## config.mk

```make
export PLATFORM = sky130hd
export DESIGN_NAME = spi_word_shifter
export DESIGN_NICKNAME = d
export VERILOG_FILES = /design/src/rtl/spi_ws_pkg.sv /design/src/rtl/spi_ws_halfdiv.sv /design/src/rtl/spi_ws_txfmt.sv /design/src/rtl/spi_word_shifter.sv
export SDC_FILE = /design/constraint.sdc
export NUM_CORES = 1
export LEC_CHECK = 0
export ABC_AREA = 1
export BUFFER_PORTS_ARGS = -buffer_cell sky130_fd_sc_hd__buf_2
export CORE_AREA = 2 2 132 134
export CTS_CLUSTER_DIAMETER = 50
export CTS_CLUSTER_SIZE = 16
export DETAILED_ROUTE_END_ITERATION = 10
export DIE_AREA = 0 0 134 136
export PLACE_DENSITY = 0.65
export SETUP_SLACK_MARGIN = 0.5
export SYNTH_ARGS = -nofsm -noshare
export SYNTH_HDL_FRONTEND = slang
export SYNTH_SLANG_ARGS = --single-unit
```

## constraint.sdc

```tcl
create_clock -name clk -period 3.7 [get_ports clk]
set_input_delay 0.74 -clock clk [delete_from_list [all_inputs] [get_ports clk]]
set_output_delay 0.74 -clock clk [all_outputs]
set_load 0.1 [all_outputs]
```

## src/rtl/spi_ws_pkg.sv

```systemverilog
package spi_ws_pkg;

    localparam int WORD_W = 32;
    localparam int LEN_W  = 5;

    typedef enum logic [1:0] {
        ST_IDLE  = 2'd0,
        ST_LOAD  = 2'd1,
        ST_SHIFT = 2'd2,
        ST_TAIL  = 2'd3
    } ws_state_e;

    typedef struct packed {
        logic [LEN_W-1:0] len_m1;
        logic             idle_high;
        logic             input_first;
        logic             loopback;
    } ws_cfg_t;

    // bytes a word occupies inside a FIFO entry
    function automatic logic [2:0] byte_class(input logic [LEN_W-1:0] len_m1);
        if (len_m1 <= LEN_W'(7))
            return 3'd1;
        else if (len_m1 <= LEN_W'(15))
            return 3'd2;
        else
            return 3'd4;
    endfunction

    // shortest legal word is four bits
    function automatic logic [LEN_W-1:0] clamp_len(input logic [LEN_W-1:0] len_m1);
        return (len_m1 < LEN_W'(3)) ? LEN_W'(3) : len_m1;
    endfunction

endpackage

```

## src/rtl/spi_ws_halfdiv.sv

```systemverilog
module spi_ws_halfdiv #(
    parameter int HALF_DIV = 2
) (
    input  logic clk,
    input  logic rst_n,
    input  logic run,
    output logic tick
);
    localparam int CW = (HALF_DIV > 1) ? $clog2(HALF_DIV) : 1;

    logic [CW-1:0] cnt_d, cnt_q;
    logic          last;

    assign last = (cnt_q == CW'(HALF_DIV - 1));
    assign tick = run && last;

    always_comb begin
        if (!run || last)
            cnt_d = '0;
        else
            cnt_d = cnt_q + CW'(1);
    end

    always_ff @(posedge clk or negedge rst_n) begin
        if (!rst_n)
            cnt_q <= '0;
        else
            cnt_q <= cnt_d;
    end
endmodule

```

## src/rtl/spi_ws_txfmt.sv

```systemverilog
module spi_ws_txfmt
    import spi_ws_pkg::*;
(
    input  logic [WORD_W-1:0] entry,
    input  logic [LEN_W-1:0]  len_m1,
    output logic [WORD_W-1:0] value
);
    // the word field sits in the upper bytes; move it down to bit 0
    always_comb begin
        unique case (byte_class(len_m1))
            3'd1:    value = {24'd0, entry[31:24]};
            3'd2:    value = {16'd0, entry[31:16]};
            default: value = entry;
        endcase
    end
endmodule

```

## src/rtl/spi_word_shifter.sv

```systemverilog
module spi_word_shifter
    import spi_ws_pkg::*;
#(
    parameter int HALF_DIV = 2,
    parameter int CNT_W    = 16
) (
    input  logic              clk,
    input  logic              rst_n,
    input  logic              start,
    input  logic [4:0]        cfg_len_m1,
    input  logic              cfg_idle_high,
    input  logic              cfg_input_first,
    input  logic              cfg_loopback,
    input  logic [CNT_W-1:0]  cfg_word_count,
    input  logic [31:0]       tx_data,
    input  logic              tx_valid,
    output logic              tx_pop,
    output logic [31:0]       rx_data,
    output logic              rx_push,
    output logic              sclk,
    output logic              mosi,
    input  logic              miso,
    output logic              cs_n
);
    typedef struct packed {
        ws_state_e         st;
        ws_cfg_t           cfg;
        logic [CNT_W-1:0]  left;
        logic [WORD_W-1:0] txsr;
        logic [WORD_W-1:0] rxsr;
        logic [WORD_W-1:0] rx_out;
        logic [LEN_W-1:0]  idx;
        logic              half;
        logic              push;
    } eng_t;

    eng_t d, q;

    logic              tick;
    logic              div_run;
    logic [WORD_W-1:0] tx_word;
    logic              mosi_int;
    logic              rx_bit;

    assign div_run = (q.st == ST_SHIFT) || (q.st == ST_TAIL);

    spi_ws_halfdiv #(.HALF_DIV(HALF_DIV)) u_div (
        .clk   (clk),
        .rst_n (rst_n),
        .run   (div_run),
        .tick  (tick)
    );

    spi_ws_txfmt u_txfmt (
        .entry  (tx_data),
        .len_m1 (q.cfg.len_m1),
        .value  (tx_word)
    );

    assign mosi_int = (q.st == ST_SHIFT) ? q.txsr[q.idx] : 1'b0;
    assign rx_bit   = q.cfg.loopback ? mosi_int : miso;

    always_comb begin
        d      = q;
        d.push = 1'b0;
        unique case (q.st)
            ST_IDLE: begin
                d.cfg.idle_high = cfg_idle_high;
                if (start && (cfg_word_count != '0)) begin
                    d.cfg.len_m1      = clamp_len(cfg_len_m1);
                    d.cfg.input_first = cfg_input_first;
                    d.cfg.loopback    = cfg_loopback;
                    d.left            = cfg_word_count;
                    d.st              = ST_LOAD;
                end
            end
            ST_LOAD: begin
                if (tx_valid) begin
                    d.txsr = tx_word;
                    d.rxsr = '0;
                    d.idx  = q.cfg.len_m1;
                    d.half = 1'b0;
                    d.st   = ST_SHIFT;
                end
            end
            ST_SHIFT: begin
                if (tick) begin
                    if (!q.half) begin
                        d.rxsr = {q.rxsr[WORD_W-2:0], rx_bit};
                        d.half = 1'b1;
                    end else begin
                        d.half = 1'b0;
                        if (q.idx == '0) begin
                            d.push   = 1'b1;
                            d.rx_out = q.rxsr;
                            d.left   = q.left - CNT_W'(1);
                            d.st     = (q.left == CNT_W'(1)) ? ST_TAIL : ST_LOAD;
                        end else begin
                            d.idx = q.idx - LEN_W'(1);
                        end
                    end
                end
            end
            ST_TAIL: begin
                if (tick) begin
                    if (!q.half) begin
                        d.half = 1'b1;
                    end else begin
                        d.half = 1'b0;
                        d.st   = ST_IDLE;
                    end
                end
            end
            default: d.st = ST_IDLE;
        endcase
    end

    always_ff @(posedge clk or negedge rst_n) begin
        if (!rst_n)
            q <= '0;
        else
            q <= d;
    end

    assign tx_pop  = (q.st == ST_LOAD) && tx_valid;
    assign rx_push = q.push;
    assign rx_data = q.rx_out;
    assign mosi    = mosi_int;
    assign cs_n    = (q.st == ST_IDLE);
    assign sclk    = (q.st == ST_SHIFT)
                   ? (q.cfg.idle_high ^ (q.half ^ ~q.cfg.input_first))
                   : q.cfg.idle_high;

endmodule

```

==> out/metrics.csv <==
stage,metric,value,unit
synth,syn-num-nets,838,
run_status,outcome,finished clean,
placement,gp_congestion,0.906,
finish,areaGrowthSynthToFinish,14.3,%
setup_path,start_kind,flop,
power,peakVddDrop,320,µV
synth,ys_warn_count,0,
sta,period_minus_slack,3030,ps
power,p_per_area,435,mW/mm²
synth,seq_area_frac_synth,48.9,%
finish,fillCellCount,1690,
setup_path,endpoint,mosi,
finish,regArea,0.00325,mm²
finish,final_cell_mix,"nand2_1 (177), dfrtp_1 (129), buf_2 (95)",
clock_network,cts_tree,built,
synth,synth-simple-area-share,19.2,%
clock_network,ctsLongestPathBuffers,2,
clock_network,clk_latency,420,ps
drt,viasPerCell,4.88,
finish,utilization,45.1,%
global_route,grt-ovfl-total,0,
synth,synth_top_area_share,48.9,%
sta,hold_violations,0,
power,power_leakage,3.77,nW
sta,slew_headroom,42.2,%
floorplanning,initial_core_util,39.4,%
global_route,antenna_found_initial,0,
setup_path,r2r_slack,1230,ps
synth,muxShareOfSynthArea,0.338,%
drt,drt_iter0_drc,319,
floorplanning,die_w,134,µm
clock_network,cts_root_buf,clkbuf_16,
synth,netlist.top_cell.by_area,dfrtp_1,
global_route,grt_pass1_vias,4963,
sta,fin_setup_tns,0,ps
setup_path,cp_max_fo,11,
drt,ant_nets,0,
floorplanning,ios,98,
sta,fin_crit_sh,82.0,%
setup_path,r2r_end,q[106],
synth,synth_fa_ha_area_share,0.564,%
placement,dpl.hpwl,10100,µm
clock_network,clk_pin_slew_worst_paths,60,ps
synth,netlist_area,0.00666,mm²
setup_path,criticalPathCategory,reg -> out,
finish,n_antenna_cell,0,
floorplanning,rows,48,
synth,synthCells,774,
synth,synth_top_family_by_area,simple AND/OR/NAND/NOR gates,
synth,synth_xor_area_share,1.05,%
setup_path,worstPathArrival,2290,ps
clock_network,postCtsHoldBufs,0,
floorplanning,die_h,136,µm
synth,ys_top_cells_by_area,"dfrtp_1 (49%), nand2_1 (10%), o22ai_2 (5.8%), nand3_1 (4.4%), buf_4 (4.2%)",
synth,yosysUniqueCellTypes,36,
drt,drtPass1Iterations,4,
sta,fin_skew,14.4,ps
global_route,grt_pass1_wl,24900,µm
clock_network,cts-buffers-inserted,17,
floorplanning,die-area,0.0182,mm²
sta,rsz0062_at_grt,no,
synth,synth_seq_cells,130,
worst_hold_path,hold_path.class,in -> async,
clock_network,htree_levels,4,
placement,portBuffers,97,
global_route,grt.total_usage,17.3,%
sta,drv_slew,0,
setup_path,crit_required,2960,ps
floorplanning,core,0.0169,mm²
sta,max_freq,330,MHz
clock_network,cts_sinks,130,
finish,layout_commonest_cell,nand2_1,
finish,nets,889,
sta,tightest_slew,863,ps
drt,wire_per_inst,13.9,µm
setup_path,setup.worst_path.start,q[3],
drt,routed_wl,14800,µm
global_route,grt_max_degree,65,
synth,syn_avg_cell_area,8.60,µm²
synth,synth_compound_area_share,17.8,%
sta,setup_viol,0,
setup_path,reg2reg_depth,12,
drt,vias,5185,
setup_path,setup.worst_path.end_class,primary output,
finish,multiInputGateArea,0.00259,mm²
setup_path,rr_startpoint,q[3],
finish,drive_above_1_share,24.1,%
drt,post-route-drc-count,0,
run,max-cap-violations,0,
## worst min path at each step
stage / from / end / slack, ps / depth (start not counted)
floorplan: rst_n / q[100] / 440 / 0
finish: rst_n / q[72] / 360 / 1
CTS: rst_n / q[91] / 390 / 1
global placement: rx_data[14] / rx_data[14] / 460 / 2
detailed placement: rx_data[14] / rx_data[14] / 470 / 2
global route: rst_n / q[91] / 420 / 1
## metrics by stage
step                      std cells  total power, mW  hold slack (ps)  area [µm²]  worst slack, ps
after global routing           1063             3.44              417        7610              519
final                          1063             3.31              365        7610              665
after CTS                      1063             3.36              391        7600              567
after floorplan                 774             1.57              444        6660              549
after detailed placement       1031             1.66              465        7000             1030
after global placement         1031             1.66              460        7000             1060
## flip-flops by register name (all words and copies together), names as in the netlist
signal,count
u_div.cnt_q,1
rx_data,32
q,96
rx_push,1
## cells by family (layout without fill, tap and decap cells)
family / after synthesis / after routing
XOR/XNOR: 8 / 8
buffers and inverters: 158 / 222
adder cells (fa/ha/maj): 3 / 3
AND/OR/NAND/NOR: 304 / 304
AO/OA/AOI/OAI: 169 / 169
flip-flops: 130 / 130
multiplexers: 2 / 2
## cell type report
class / instances / area share (%)
inverters: 86 / 4.31
multi-input cells: 486 / 34.0
clock inverters: 12 / 1.73
flip-flops and latches: 130 / 42.8
clock buffers: 20 / 6.13
well taps: 225 / 3.70
repair buffers: 104 / 7.30
## critical path: stages, from the launching register on
cell and delay, ps:
dfrtp_1 570, clkinv_1 340, nand3_1 180, nand3_1 90, nand2_1 80, nand2_1 60
nand3_1 80, nand3_1 90, inv_1 70, clkbuf_4 320
## Yosys cell counts (all sizes together)
library cell and number:
a2bb2oi 8, o31ai 8, nand4 5, mux2 2, or2 2, nor4 1
o21ai 90, nor2 53, clkinv 2, inv 84, nand2 179, nand3 60
buf 58, a31oi 1, nor3 4, ha 3, o22ai 35, xor2 8
o211ai 5, clkbuf 14, a21oi 21, dfrtp 130, o21a 1
## where the power goes
group / internal, mW / total (mW) / switching (mW)
Clock: 1.04 / 1.67 / 0.630
Combinational: 0.0629 / 0.164 / 0.101
Sequential: 1.45 / 1.47 / 0.0197
Total: 2.56 / 3.31 / 0.751
## layer usage
layer	global-route usage (%)	up-vias	part of all wire [%]
met3	3.91	9	4.9
met1	24.3	2430	48
met4	5.85	0	0.67
met5	0	-	0
li1	-	2615	-
met2	26.2	131	46
## what timing repair did
item,CTS,global route
gates resized for setup,0,3
endpoints found under the setup margin,0,1
buffers inserted,0,0
Power figures use the tool's default switching activity.
